==> src/rtl/tdr_pkg.sv <==
`timescale 1ns/1ps
package tdr_pkg;

    typedef enum logic [1:0] {
        RING_EMPTY = 2'd0,
        RING_PART  = 2'd1,
        RING_FULL  = 2'd2
    } ring_state_e;

    // completion status word layout
    localparam int STAT_W    = 6;
    localparam int ST_NOHB   = 0;
    localparam int ST_LATE   = 1;
    localparam int ST_RETRY  = 2;
    localparam int ST_UNDER  = 3;
    localparam int ST_NOCARR = 4;
    localparam int ST_DEFER  = 5;
    localparam logic [STAT_W-1:0] ERR_MASK = 6'b01_1111;

    // per-slot control flags
    localparam int CTL_W     = 4;
    localparam int CTL_READY = 0;
    localparam int CTL_IRQ   = 1;
    localparam int CTL_LAST  = 2;
    localparam int CTL_CRC   = 3;

endpackage

==> src/rtl/tdr_desc_array.sv <==
`timescale 1ns/1ps
module tdr_desc_array
    import tdr_pkg::*;
#(
    parameter int DEPTH  = 16,
    parameter int LEN_W  = 11,
    parameter int ADDR_W = 16,
    parameter int IDX_W  = $clog2(DEPTH)
) (
    input  logic              clk,
    input  logic              rst,
    input  logic              wr_en,
    input  logic [IDX_W-1:0]  wr_idx,
    input  logic [LEN_W-1:0]  wr_len,
    input  logic [ADDR_W-1:0] wr_addr,
    input  logic              done_en,
    input  logic [IDX_W-1:0]  done_idx,
    input  logic [STAT_W-1:0] done_stat,
    input  logic [IDX_W-1:0]  rda_idx,
    output logic [LEN_W-1:0]  rda_len,
    output logic [ADDR_W-1:0] rda_addr,
    output logic [CTL_W-1:0]  rda_ctl,
    output logic [STAT_W-1:0] rda_stat,
    input  logic [IDX_W-1:0]  rdb_idx,
    output logic [STAT_W-1:0] rdb_stat,
    output logic [DEPTH-1:0]  ready_vec,
    output logic [DEPTH-1:0]  wrap_vec
);

    logic [LEN_W-1:0]  len_q  [DEPTH];
    logic [ADDR_W-1:0] addr_q [DEPTH];
    logic [CTL_W-1:0]  ctl_q  [DEPTH];
    logic [STAT_W-1:0] stat_q [DEPTH];

    // only the final slot carries the wrap mark
    for (genvar g = 0; g < DEPTH; g++) begin : g_wrap
        assign wrap_vec[g] = (g == DEPTH - 1);
    end

    always_ff @(posedge clk) begin
        if (rst) begin
            for (int i = 0; i < DEPTH; i++) begin
                len_q[i]  <= '0;
                addr_q[i] <= '0;
                ctl_q[i]  <= '0;
                stat_q[i] <= '0;
            end
        end else begin
            for (int i = 0; i < DEPTH; i++) begin
                if (wr_en && wr_idx == IDX_W'(i)) begin
                    len_q[i]  <= wr_len;
                    addr_q[i] <= wr_addr;
                    stat_q[i] <= '0;
                    ctl_q[i]  <= '1;
                end else if (done_en && done_idx == IDX_W'(i) && ctl_q[i][CTL_READY]) begin
                    ctl_q[i][CTL_READY] <= 1'b0;
                    stat_q[i]           <= done_stat;
                end
            end
        end
    end

    always_comb begin
        for (int i = 0; i < DEPTH; i++) begin
            ready_vec[i] = ctl_q[i][CTL_READY];
        end
    end

    assign rda_len  = len_q[rda_idx];
    assign rda_addr = addr_q[rda_idx];
    assign rda_ctl  = ctl_q[rda_idx];
    assign rda_stat = stat_q[rda_idx];
    assign rdb_stat = stat_q[rdb_idx];

endmodule

==> src/rtl/tdr_ring_ctrl.sv <==
`timescale 1ns/1ps
module tdr_ring_ctrl
    import tdr_pkg::*;
#(
    parameter int DEPTH = 16,
    parameter int IDX_W = $clog2(DEPTH)
) (
    input  logic             clk,
    input  logic             rst,
    input  logic             sub_req,
    input  logic             rec_req,
    input  logic [DEPTH-1:0] ready_vec,
    input  logic [DEPTH-1:0] wrap_vec,
    output logic [IDX_W-1:0] prod_q,
    output logic [IDX_W-1:0] cons_q,
    output ring_state_e      state_q,
    output logic             sub_acc,
    output logic             sub_busy,
    output logic             rec_valid
);

    ring_state_e      state_nx;
    logic [IDX_W-1:0] prod_nx;
    logic [IDX_W-1:0] cons_nx;
    logic             blocked;

    // state register and indices
    always_ff @(posedge clk) begin
        if (rst) begin
            state_q <= RING_EMPTY;
            prod_q  <= '0;
            cons_q  <= '0;
        end else begin
            state_q <= state_nx;
            if (sub_acc)   prod_q <= prod_nx;
            if (rec_valid) cons_q <= cons_nx;
        end
    end

    // handshakes and next state
    always_comb begin
        prod_nx   = wrap_vec[prod_q] ? '0 : prod_q + 1'b1;
        cons_nx   = wrap_vec[cons_q] ? '0 : cons_q + 1'b1;
        blocked   = (state_q == RING_FULL) || ready_vec[prod_q];
        sub_acc   = sub_req && !blocked;
        sub_busy  = sub_req && blocked;
        rec_valid = rec_req && (state_q != RING_EMPTY) && !ready_vec[cons_q];
        state_nx  = state_q;
        unique case (state_q)
            RING_EMPTY: begin
                if (sub_acc) state_nx = (prod_nx == cons_q) ? RING_FULL : RING_PART;
            end
            RING_PART: begin
                if (sub_acc && !rec_valid && prod_nx == cons_q)
                    state_nx = RING_FULL;
                else if (rec_valid && !sub_acc && cons_nx == prod_q)
                    state_nx = RING_EMPTY;
            end
            RING_FULL: begin
                if (rec_valid) state_nx = (cons_nx == prod_q) ? RING_EMPTY : RING_PART;
            end
            default: state_nx = RING_EMPTY;
        endcase
    end

endmodule

==> src/rtl/tdr_frame_stats.sv <==
`timescale 1ns/1ps
module tdr_frame_stats
    import tdr_pkg::*;
#(
    parameter int CNT_W = 16
) (
    input  logic              clk,
    input  logic              rst,
    input  logic              hit,
    input  logic [STAT_W-1:0] stat,
    output logic [CNT_W-1:0]  err_q,
    output logic [CNT_W-1:0]  good_q,
    output logic [CNT_W-1:0]  coll_q
);

    logic is_err;

    always_comb is_err = |(stat & ERR_MASK);

    always_ff @(posedge clk) begin
        if (rst) begin
            err_q  <= '0;
            good_q <= '0;
            coll_q <= '0;
        end else if (hit) begin
            if (is_err) err_q  <= err_q + 1'b1;
            else        good_q <= good_q + 1'b1;
            if (stat[ST_DEFER]) coll_q <= coll_q + 1'b1;
        end
    end

endmodule

==> src/rtl/tdr_ring_tracker.sv <==
`timescale 1ns/1ps
module tdr_ring_tracker
    import tdr_pkg::*;
#(
    parameter int DEPTH  = 16,
    parameter int LEN_W  = 11,
    parameter int ADDR_W = 16,
    parameter int CNT_W  = 16,
    parameter int IDX_W  = $clog2(DEPTH)
) (
    input  logic              clk,
    input  logic              rst,
    input  logic              sub_req,
    input  logic [LEN_W-1:0]  sub_len,
    input  logic [ADDR_W-1:0] sub_addr,
    output logic              sub_acc,
    output logic              sub_busy,
    input  logic              eng_done,
    input  logic [IDX_W-1:0]  eng_idx,
    input  logic [5:0]        eng_stat,
    output logic [LEN_W-1:0]  eng_len,
    output logic [ADDR_W-1:0] eng_addr,
    output logic [3:0]        eng_ctl,
    output logic [5:0]        eng_cur_stat,
    input  logic              rec_req,
    output logic              rec_valid,
    output logic [IDX_W-1:0]  rec_idx,
    output logic [5:0]        rec_stat,
    output logic [IDX_W-1:0]  prod_idx,
    output logic [IDX_W-1:0]  cons_idx,
    output logic              ring_full,
    output logic              ring_empty,
    output logic [CNT_W-1:0]  err_cnt,
    output logic [CNT_W-1:0]  good_cnt,
    output logic [CNT_W-1:0]  coll_cnt
);

    logic [DEPTH-1:0] ready_vec;
    logic [DEPTH-1:0] wrap_vec;
    ring_state_e      ring_st;

    tdr_ring_ctrl #(.DEPTH(DEPTH), .IDX_W(IDX_W)) u_ctrl (
        .clk       (clk),
        .rst       (rst),
        .sub_req   (sub_req),
        .rec_req   (rec_req),
        .ready_vec (ready_vec),
        .wrap_vec  (wrap_vec),
        .prod_q    (prod_idx),
        .cons_q    (cons_idx),
        .state_q   (ring_st),
        .sub_acc   (sub_acc),
        .sub_busy  (sub_busy),
        .rec_valid (rec_valid)
    );

    tdr_desc_array #(.DEPTH(DEPTH), .LEN_W(LEN_W), .ADDR_W(ADDR_W), .IDX_W(IDX_W)) u_desc (
        .clk       (clk),
        .rst       (rst),
        .wr_en     (sub_acc),
        .wr_idx    (prod_idx),
        .wr_len    (sub_len),
        .wr_addr   (sub_addr),
        .done_en   (eng_done),
        .done_idx  (eng_idx),
        .done_stat (eng_stat),
        .rda_idx   (eng_idx),
        .rda_len   (eng_len),
        .rda_addr  (eng_addr),
        .rda_ctl   (eng_ctl),
        .rda_stat  (eng_cur_stat),
        .rdb_idx   (cons_idx),
        .rdb_stat  (rec_stat),
        .ready_vec (ready_vec),
        .wrap_vec  (wrap_vec)
    );

    tdr_frame_stats #(.CNT_W(CNT_W)) u_stats (
        .clk    (clk),
        .rst    (rst),
        .hit    (rec_valid),
        .stat   (rec_stat),
        .err_q  (err_cnt),
        .good_q (good_cnt),
        .coll_q (coll_cnt)
    );

    assign rec_idx    = cons_idx;
    assign ring_full  = (ring_st == RING_FULL);
    assign ring_empty = (ring_st == RING_EMPTY);

endmodule

==> config.mk <==
export PLATFORM = sky130hd
export DESIGN_NAME = tdr_ring_tracker
export DESIGN_NICKNAME = d
export VERILOG_FILES = /design/src/rtl/tdr_pkg.sv /design/src/rtl/tdr_desc_array.sv /design/src/rtl/tdr_ring_ctrl.sv /design/src/rtl/tdr_frame_stats.sv /design/src/rtl/tdr_ring_tracker.sv
export SDC_FILE = /design/constraint.sdc
export NUM_CORES = 1
export LEC_CHECK = 0
export ABC_AREA = 1
export BUFFER_PORTS_ARGS = -buffer_cell sky130_fd_sc_hd__clkbuf_2
export CORE_ASPECT_RATIO = 0.5
export CORE_UTILIZATION = 55
export CTS_BUF_LIST = sky130_fd_sc_hd__clkbuf_16
export DETAILED_ROUTE_END_ITERATION = 16
export PLACE_DENSITY = 0.74
export SYNTH_ARGS = -nofsm -noshare
export SYNTH_HDL_FRONTEND = slang
export SYNTH_SLANG_ARGS = --single-unit
export TNS_END_PERCENT = 10
==> constraint.sdc <==
create_clock -name clk -period 4.72 [get_ports clk]
set_clock_uncertainty 0.2 [all_clocks]
set_input_delay 1.18 -clock clk [delete_from_list [all_inputs] [get_ports clk]]
set_output_delay 1.18 -clock clk [all_outputs]
set_load 0.01 [all_outputs]
=== Word-level counts from Yosys, hierarchy flattened ===
Memory sizes are Yosys's and may differ from the RTL's. A register that Yosys moved wholly into a read port is not among the register bits.
Cells that the tools add are included.

* Memory bits (read-only): 32
* Memories: 6
* Word-level logic and storage cells: 454
* RAM bits: 592
* Output and inout bits: 108
* Bits in registers: 58
* Bits of input ports: 42

* Add/subtract/negate cells: 5
* Order comparisons: 2
* Muxes and demuxes: 231
* Eq/ne operators: 37
* Reduce and logical (&&, ||, !) cells: 70
* Bitwise operators: 97

{| class="wikitable"
|+ Memories
! memory !! words !! bits a word !! rd ports !! clocked after memory_dff !! write ports !! RTL line !! text
|-
| u_desc.addr_q || 16 || 16 || 1 || 0 || 16 || tdr_desc_array.sv:31 || <nowiki>logic [ADDR_W-1:0] addr_q [DEPTH];</nowiki>
|-
| u_desc.len_q || 16 || 11 || 1 || 0 || 16 || tdr_desc_array.sv:30 || <nowiki>logic [LEN_W-1:0] len_q [DEPTH];</nowiki>
|-
| u_desc.stat_q || 16 || 6 || 2 || 1 || 16 || tdr_desc_array.sv:33 || <nowiki>logic [STAT_W-1:0] stat_q [DEPTH];</nowiki>
|-
| u_desc.ctl_q || 16 || 4 || 17 || 0 || 16 || tdr_desc_array.sv:32 || <nowiki>logic [CTL_W-1:0] ctl_q [DEPTH];</nowiki>
|-
| (name not given) || 16 || 1 || 1 || 1 || 0 || tdr_ring_ctrl.sv:42 || <nowiki>prod_nx = wrap_vec[prod_q] ? '0 : prod_q + 1'b1;</nowiki>
|-
| (name not given) || 16 || 1 || 1 || 1 || 0 || tdr_ring_ctrl.sv:43 || <nowiki>cons_nx = wrap_vec[cons_q] ? '0 : cons_q + 1'b1;</nowiki>
|}

{| class="wikitable"
|+ Operator list
! operator !! number
|-
| $mux W16 || 16
|-
| $mux W6 || 32
|-
| $mux W11 || 16
|-
| $mux W1 || 135
|-
| $mux W4 || 24
|-
| $or A1 B1 Y1 || 96
|-
| $eq A4 B4 Y1 const B || 16
|-
| $logic_and A1 B1 Y1 || 56
|-
| $add A16 B1 Y16 const B || 3
|-
| $eq A4 B3 Y1 const B || 8
|-
| $eq A4 B2 Y1 const B || 4
|-
| $lt A4 B5 Y1 const B || 2
|-
| $mux W2 || 5
|-
| $add A4 B1 Y4 const B || 2
|-
| $bmux W1 S4 || 2
|-
| $eq A4 B1 Y1 const B || 2
|-
| $eq A4 B4 Y1 || 2
|-
| $logic_not A4 Y1 || 2
|-
| $pmux W2 S3 || 1
|-
| $reduce_and A2 Y1 || 3
|-
| $reduce_or A5 Y1 || 1
|-
| $logic_not A1 Y1 || 4
|-
| $ne A3 B1 Y1 const B || 1
|-
| $reduce_and A3 Y1 || 1
|-
| other kinds (8) || 8
|}

=== Depth between registers and ports, before layout ===
Gate-level depths: netlist (run 1).
An unclocked memory read counts as a cell.

* Word-level depth: 12
* Depth in mapped cells: 16
* Depth with buffers taken out: 14

=== Cells and area by module ===
A second synthesis (run 1) with hierarchy kept.

* Cells, all modules: 3,791
* Area, all modules: 31,634.1 um2

{| class="wikitable"
|+ Modules (own cells, without submodules)
! module !! area an instance (um2) !! instances !! cells an instance !! sequential area each (um2)
|-
| tdr_desc_array || 27,486.4 || 1 || 3,148 || 16,726.0
|-
| tdr_frame_stats || 2,522.4 || 1 || 380 || 960.9
|-
| tdr_ring_ctrl || 1,581.5 || 1 || 256 || 200.2
|-
| tdr_ring_tracker || 43.8 || 1 || 7 || 0.0
|}

=== Worst setup path after synthesis (run 1) ===
No wires, ideal clock.

* Path type: in2out
* Start point: input eng_idx[0]
* End point: output eng_cur_stat[4]
* Path buffers: 2
* Required time: 3.340 ns
* Slack: 0.802 ns
* Data arrival time: 2.538 ns
* Cell stages on the path: 8
* Cells stage by stage: inv_1 > nand2_2 > inv_2 > buf_2 > clkbuf_1 > a22oi_1 > a21oi_1 > or4_1

* Word-level cells in the longest chain between the ends: 1

{| class="wikitable"
|+ RTL lines
! what !! RTL line !! text
|-
| start, declared || tdr_ring_tracker.sv:19 || <nowiki>input logic [IDX_W-1:0] eng_idx,</nowiki>
|-
| $mem_v2 Z16 W6 || n/a ||
|-
| end, declared || tdr_ring_tracker.sv:24 || <nowiki>output logic [5:0] eng_cur_stat,</nowiki>
|}

Every way passes these cells.

==> results of run 1 <==
[where the power goes]
| part | leakage, uW | switching (uW) | total [uW] | internal, uW |
|---|---|---|---|---|
| clock | 0.000875 | 2060 | 4590 | 2530 |
| sequential | 0.00626 | 297 | 6850 | 6560 |
| combinational | 0.00442 | 1960 | 2700 | 735 |
| total | 0.0116 | 4320 | 14100 | 9820 |
[per-layer routing]
layer | vias to the layer above | GRT usage | wire, um
met5 | - | 0 | 0
met4 | 0 | 0.105 | 2970
met3 | 218 | 0.0617 | 8710
met2 | 1354 | 0.499 | 37100
met1 | 10200 | 0.419 | 31000
li1 | 9361 | - | -
[state kept, by name, summed over array words and instances (netlist names), 4 cells and up, named ones only]
name / flops
u_desc.addr_q: 256
u_desc.len_q: 176
u_desc.stat_q: 96
u_desc.ctl_q: 32
u_stats.coll_q: 16
u_stats.err_q: 16
u_stats.good_q: 16
u_ctrl.cons_q: 4
u_ctrl.prod_q: 4
[through the flow]
step / setup WS (ns) / instances / hold slack (ns) / utilization / total power [uW]
3_3_place_gp: 0.379 / 3264 / 0.240 / 0.593 / 9530
2_1_floorplan: 0.802 / 2576 / 0.228 / - / 8680
3_5_place_dp: 0.319 / 3264 / 0.256 / 0.593 / 9610
4_1_cts: 0.310 / 3361 / 0.265 / 0.630 / 14100
5_1_grt: 0.161 / 3361 / 0.286 / 0.630 / 14600
6_report: 0.268 / 3361 / 0.267 / 0.630 / 14100
[how the worst max path moves through the flow]
stage,slack (ns),endpoint
3_5_place_dp,0.32,eng_len[1]
5_1_grt,0.16,rec_stat[1]
4_1_cts,0.31,rec_stat[1]
6_report,0.27,rec_stat[1]
2_1_floorplan,0.80,eng_cur_stat[4]
3_3_place_gp,0.38,eng_len[1]
[layout make-up]
type	instances	share of cell area
flip-flops and latches	624	0.581
multi-input cells	1604	0.270
repair buffers	204	0.0423
clock buffers	52	0.0420
well taps	649	0.0262
inverters	183	0.0224
clock inverters	45	0.0157
[cells in the mapped netlist (all sizes together)]
library cell    n  area [um2]
buf            63         383
nand3         143         751
clkbuf        102         384
a22oi         262        1970
and3            3        18.8
o21bai          2        15.0
o211ai         13        97.6
or2             1        6.26
o21a            2        15.0
inv           164         618
o21ai          61         305
or4            32         240
nor2          541        2130
nor3b           1        7.51
dfxtp          73        1460
xor2           29         254
ha              8         100
nand4          24         188
nor3           21         110
o2111ai         1        8.76
clkinv         19        71.3
edfxtp        551       16500
nand3b          2        15.0
a2111oi         1        8.76
nand2         237         917
a31oi           4        25.0
xnor2          12         105
a211oi          2        15.0
nor4            7        43.8
o41ai           1        8.76
o22ai           8        50.1
o31ai           2        15.0
a21oi         184         921
[tightest hold or removal path: cells and delay by family, from the launching register on]
kind | cells | cell delay [ns]
DFF | 1 | 0.32
and+or+nand+nor | 2 | 0.11
[kinds of logic (layout without fill, tap and decap cells)]
logic type / Yosys count / after routing / synth area share
AO/OA/AOI/OAI: 543 / 543 / 0.124
XOR/XNOR: 41 / 41 / 0.0129
adder cells (fa/ha/maj): 8 / 8 / 0.00360
buffers and inverters: 348 / 484 / 0.0524
flip-flops: 624 / 624 / 0.648
AND/OR/NAND/NOR: 1012 / 1012 / 0.159
==> summary.txt, run 1 <==
Synth
  • Cell variety after synth: 48
  • Post-synthesis cell count: 2576
  • Syn Nets: 2626
  • Yosys reg bits: 624
  • Yosys warnings: 0
  • Syn avg cell area: 10.8 um2
  • Sequential fraction of the synthesis area: 0.648
  • Syn Std Cell Area: 27800 um2

STA
  • Fin crit period: 4.45 ns
  • TNS Setup: 0 ns
  • RSZ-0062 raised after global routing: false
  • Fin. max-slew vios: 0
  • Final setup fails: 0
  • Final hold violation count: 0
  • Fmax: 0.225 GHz
  • Worst slew margin: 0.346
  • Slew @ Worst Pin: 0.978 ns
  • Tcrit/Tclk final: 0.943

CTS
  • Setup bufs post-CTS: 0
  • Clk root buf: clkbuf_16
  • Clk sink count: 624
  • Htree depth: 2
  • Worst-Skew Late Latency: 0.61 ns
  • Clk buf depth: 3
  • Post-CTS Resized: 0
  • CTS buffer count: 52
  • Clock transition at the registers of the reported paths: 0.07 ns
  • CTS tree: built
  • Hold buffer count at CTS: 0

Critical path
  • CP endpoint kind: primary output
  • CP max stage delay: 0.70 ns
  • Critical path type: flop to primary output
  • RR Startpoint: u_ctrl.prod_q[0]
  • Critical Path Source Type: flop
  • RR Endpoint: u_desc.addr_q[9][14]
  • WP data required: 3.34 ns
  • Slowest CP cell: dfxtp_1
  • WP depth: 9
  • Reg-to-reg setup timing slack: 0.96 ns
  • Cells on worst reg2reg path: 11
  • CP arrival: 3.07 ns
  • Crit-path leading delay family: buffers and inverters
  • Cell chain of the critical path: inv_1, buf_4, buf_4, nor2_1, o21ai_0, nand3_1, nand3_1, nand2_1, clkbuf_2
  • Critical path buffers and inverters: 4
  • Worst-path fanout max: 15

Route
  • DRT Pass-1 Iters: 6
  • Drt total wl: 79.8 mm
  • Drt wl/cell: 23.7 um
  • Iter 0 DRT Violations: 2898
  • DRC: 0
  • Antenna-violating nets left: 0
  • Via density: 6.30
  • Via count: 21200

GRT
  • Remaining Overflow, GRT: 0
  • Largest net degree at the start of global routing: 95
  • Vias in the first global route: 20200
  • Initial antenna violation count: 0
  • First-pass GRT wire length: 120 mm
  • Total track usage: 0.308

Finish
  • Layout net count: 2719
  • Final instance area: 31000 um2
  • Share of cells above drive strength 1: 0.131
  • Most common cell after layout, fill and taps aside: edfxtp_1
  • Fillers: 3877
  • Layout area overhead: 11.4%
  • Diode count: 0
  • Sequential cell area: 18000 um2
  • Multi-input gate area: 8370 um2
  • Most frequent cells in the layout: 551 x edfxtp_1, 522 x nor2_1, 262 x a22oi_1

Min path
  • Hold path start: u_desc.ctl_q[8][2]
  • Min-Delay Path Class: flop to flop
  • Hold endpoint: u_desc.ctl_q[8][2]
  • Hold Path Cell Cnt: 2

Power
  • Max IR drop VDD: 0.000286 V
  • Leak: 0.0116 uW
  • Cell Pwr Density: 456 nW/um2

Floorplanning
  • Core ar.: 49200 um2
  • Die area: 51500 um2
  • Die X-Extent: 320 um
  • Die Y: 161 um
  • Site row count: 57
  • Initial core utilization: 0.565
  • IO Pins: 150

Status
  • Status: finished clean

Run
  • Max-cap violations: 0

Placed design
  • Placed cell area: 29200 um2
  • I/O Buffers: 149
  • DP Wirelength: 48.0 mm
  • RD Place Congestion: 0.940
Power figures use the tool's default switching activity.
==> run 2: changes to the inputs <==
--- a/config.mk
+++ b/config.mk
@@ -12,6 +12,7 @@
 export CTS_BUF_LIST = sky130_fd_sc_hd__clkbuf_16
 export DETAILED_ROUTE_END_ITERATION = 16
 export PLACE_DENSITY = 0.74
+export SETUP_SLACK_MARGIN = 0.3
 export SYNTH_ARGS = -nofsm -noshare
 export SYNTH_HDL_FRONTEND = slang
 export SYNTH_SLANG_ARGS = --single-unit
==> summary.txt, run 2 (synthesized netlist as in run 1, its figures left out) <==
Floorplanning
  • Core ar.: 49200 um2 (unchanged)
  • Initial core utilization: 0.565 (unchanged)
  • Die Y: 161 um (unchanged)
  • Site row count: 57 (unchanged)
  • Die area: 51500 um2 (unchanged)
  • IO Pins: 150 (unchanged)
  • Die X-Extent: 320 um (unchanged)

GRT
  • Vias in the first global route: 20200 (unchanged)
  • Largest net degree at the start of global routing: 95 (unchanged)
  • Initial antenna violation count: 0 (unchanged)
  • First-pass GRT wire length: 120 mm (unchanged)
  • Total track usage: 0.308 (unchanged)
  • Remaining Overflow, GRT: 0 (unchanged)

Critical path
  • Worst-path fanout max: 44 (was 15)
  • Critical path type: input pin to primary output (was flop to primary output)
  • CP arrival: 3.03 ns (was 3.07 ns)
  • RR Endpoint: u_desc.addr_q[9][11] (was u_desc.addr_q[9][14])
  • Cells on worst reg2reg path: 11 (unchanged)
  • WP data required: 3.34 ns (about the same)
  • RR Startpoint: u_ctrl.prod_q[0] (unchanged)
  • Critical Path Source Type: input pin (was flop)
  • Reg-to-reg setup timing slack: 0.97 ns (was 0.96 ns)
  • CP endpoint kind: primary output (unchanged)

Route
  • Drt total wl: 80.0 mm (was 79.8 mm)
  • Via count: 21100 (was 21200)
  • Iter 0 DRT Violations: 2758 (was 2898)
  • DRC: 0 (unchanged)
  • Via density: 6.29 (was 6.30)
  • Antenna-violating nets left: 0 (unchanged)
  • DRT Pass-1 Iters: 6 (unchanged)
  • Drt wl/cell: 23.8 um (was 23.7 um)

Finish
  • Most frequent cells in the layout: 551 x edfxtp_1, 522 x nor2_1, 262 x a22oi_1 (unchanged)
  • Most common cell after layout, fill and taps aside: edfxtp_1 (unchanged)
  • Share of cells above drive strength 1: 0.132 (was 0.131)
  • Layout net count: 2721 (was 2719)
  • Max reg flops: 256 (unchanged)
  • Layout area overhead: 11.5% (was 11.4%)
  • Biggest register: u_desc.addr_q (unchanged)
  • Diode count: 0 (unchanged)
  • Top flop regs: u_desc.addr_q (256), u_desc.len_q (176), u_desc.stat_q (96) (unchanged)
  • Fillers: 3876 (was 3877)

STA
  • TNS Setup: 0 ns (unchanged)
  • Fmax: 0.227 GHz (was 0.225 GHz)
  • Final setup fails: 0 (unchanged)
  • RSZ-0062 raised after global routing: true (was false)
  • Final hold violation count: 0 (unchanged)
  • Fin crit period: 4.41 ns (was 4.45 ns)
  • Tcrit/Tclk final: 0.934 (was 0.943)
  • Fin. max-slew vios: 0 (unchanged)
  • Slew @ Worst Pin: 0.941 ns (was 0.978 ns)
  • Worst slew margin: 0.371 (was 0.346)

Min path
  • Hold endpoint: u_desc.ctl_q[8][2] (unchanged)
  • Hold path start: u_desc.ctl_q[8][2] (unchanged)
  • Min-Delay Path Class: flop to flop (unchanged)
  • Hold Path Cell Cnt: 2 (unchanged)

Power
  • Leak: 0.0116 uW (about the same)
  • Total power draw: 14200 uW (was 14100 uW)
  • Cell Pwr Density: 456 nW/um2 (about the same)
  • Max IR drop VDD: 0.000286 V (about the same)

CTS
  • Worst-Skew Late Latency: 0.61 ns (about the same)
  • CTS tree: built (unchanged)
  • Clock transition at the registers of the reported paths: 0.07 ns (about the same)
  • Clk buf depth: 3 (unchanged)
  • Clk root buf: clkbuf_16 (unchanged)
  • CTS buffer count: 52 (unchanged)
  • Htree depth: 2 (unchanged)
  • Clk sink count: 624 (unchanged)

Status
  • Status: finished clean (unchanged)

Run
  • Max-cap violations: 0 (unchanged)

Placed design
  • RD Place Congestion: 0.940 (unchanged)
  • I/O Buffers: 149 (unchanged)
  • DP Wirelength: 48.0 mm (unchanged)
==> run 2: report_power, final <==
group	leakage [uW]	internal (uW)	switching, uW	total (uW)
Sequential	0.00626	6560	298	6850
Clock	0.000875	2530	2060	4590
Combinational	0.00443	743	1970	2710
==> run 2: worst max path at each step <==
stage	start	endpoint	slack, ns	depth (start not counted)
global placement	eng_idx[1]	eng_len[1]	0.38	8
detailed placement	eng_idx[0]	eng_len[1]	0.32	9
floorplan	eng_idx[0]	eng_cur_stat[4]	0.80	8
global route	eng_idx[1]	eng_addr[0]	0.27	8
finish	eng_idx[1]	eng_len[9]	0.31	8
CTS	flop	rec_stat[1]	0.31	9
==> run 2: final cells by class <==
cell class,count,area (um2),share of cell area
inverter,183,698,0.0225
clock buffer,52,1300,0.0420
timing repair buffer,206,1330,0.0428
multi-input combinational,1604,8370,0.270
sequential,624,18000,0.581
clock inverter,45,485,0.0157
tap,649,812,0.0262
==> run 2: repair_timing <==
item | CTS | global route
setup buffers | 0 | 2
resized for setup | 0 | 1
endpoints found under the setup margin | 0 | 9
endpoints found under the hold margin | 0 | 0
hold buffers | 0 | 0
==> run 2: per-stage QoR <==
stage	area, um2	worst slack (ns)	cells	util	hold WS (ns)
after global placement	29200	0.379	3264	0.593	0.240
after CTS	31000	0.310	3361	0.630	0.265
after floorplan	27800	0.802	2576	-	0.228
after global routing	31000	0.271	3363	0.630	0.286
final	31000	0.310	3363	0.630	0.269
after detailed placement	29200	0.319	3264	0.593	0.256
==> run 2: critical path: stages <==
cell	delay (ns)
clkbuf_2	0.15
nand2_1	0.15
inv_4	0.16
buf_12	0.24
a22oi_1	0.22
a21oi_1	0.08
or4_1	0.65
clkbuf_2	0.19
==> run 2: routing by layer <==
| metal | global-route usage | wire length, um | up-vias |
|---|---|---|---|
| met5 | 0 | 0 | - |
| met2 | 0.499 | 37400 | 1325 |
| met4 | 0.105 | 2720 | 0 |
| li1 | - | - | 9366 |
| met3 | 0.0617 | 9040 | 198 |
| met1 | 0.419 | 30700 | 10200 |
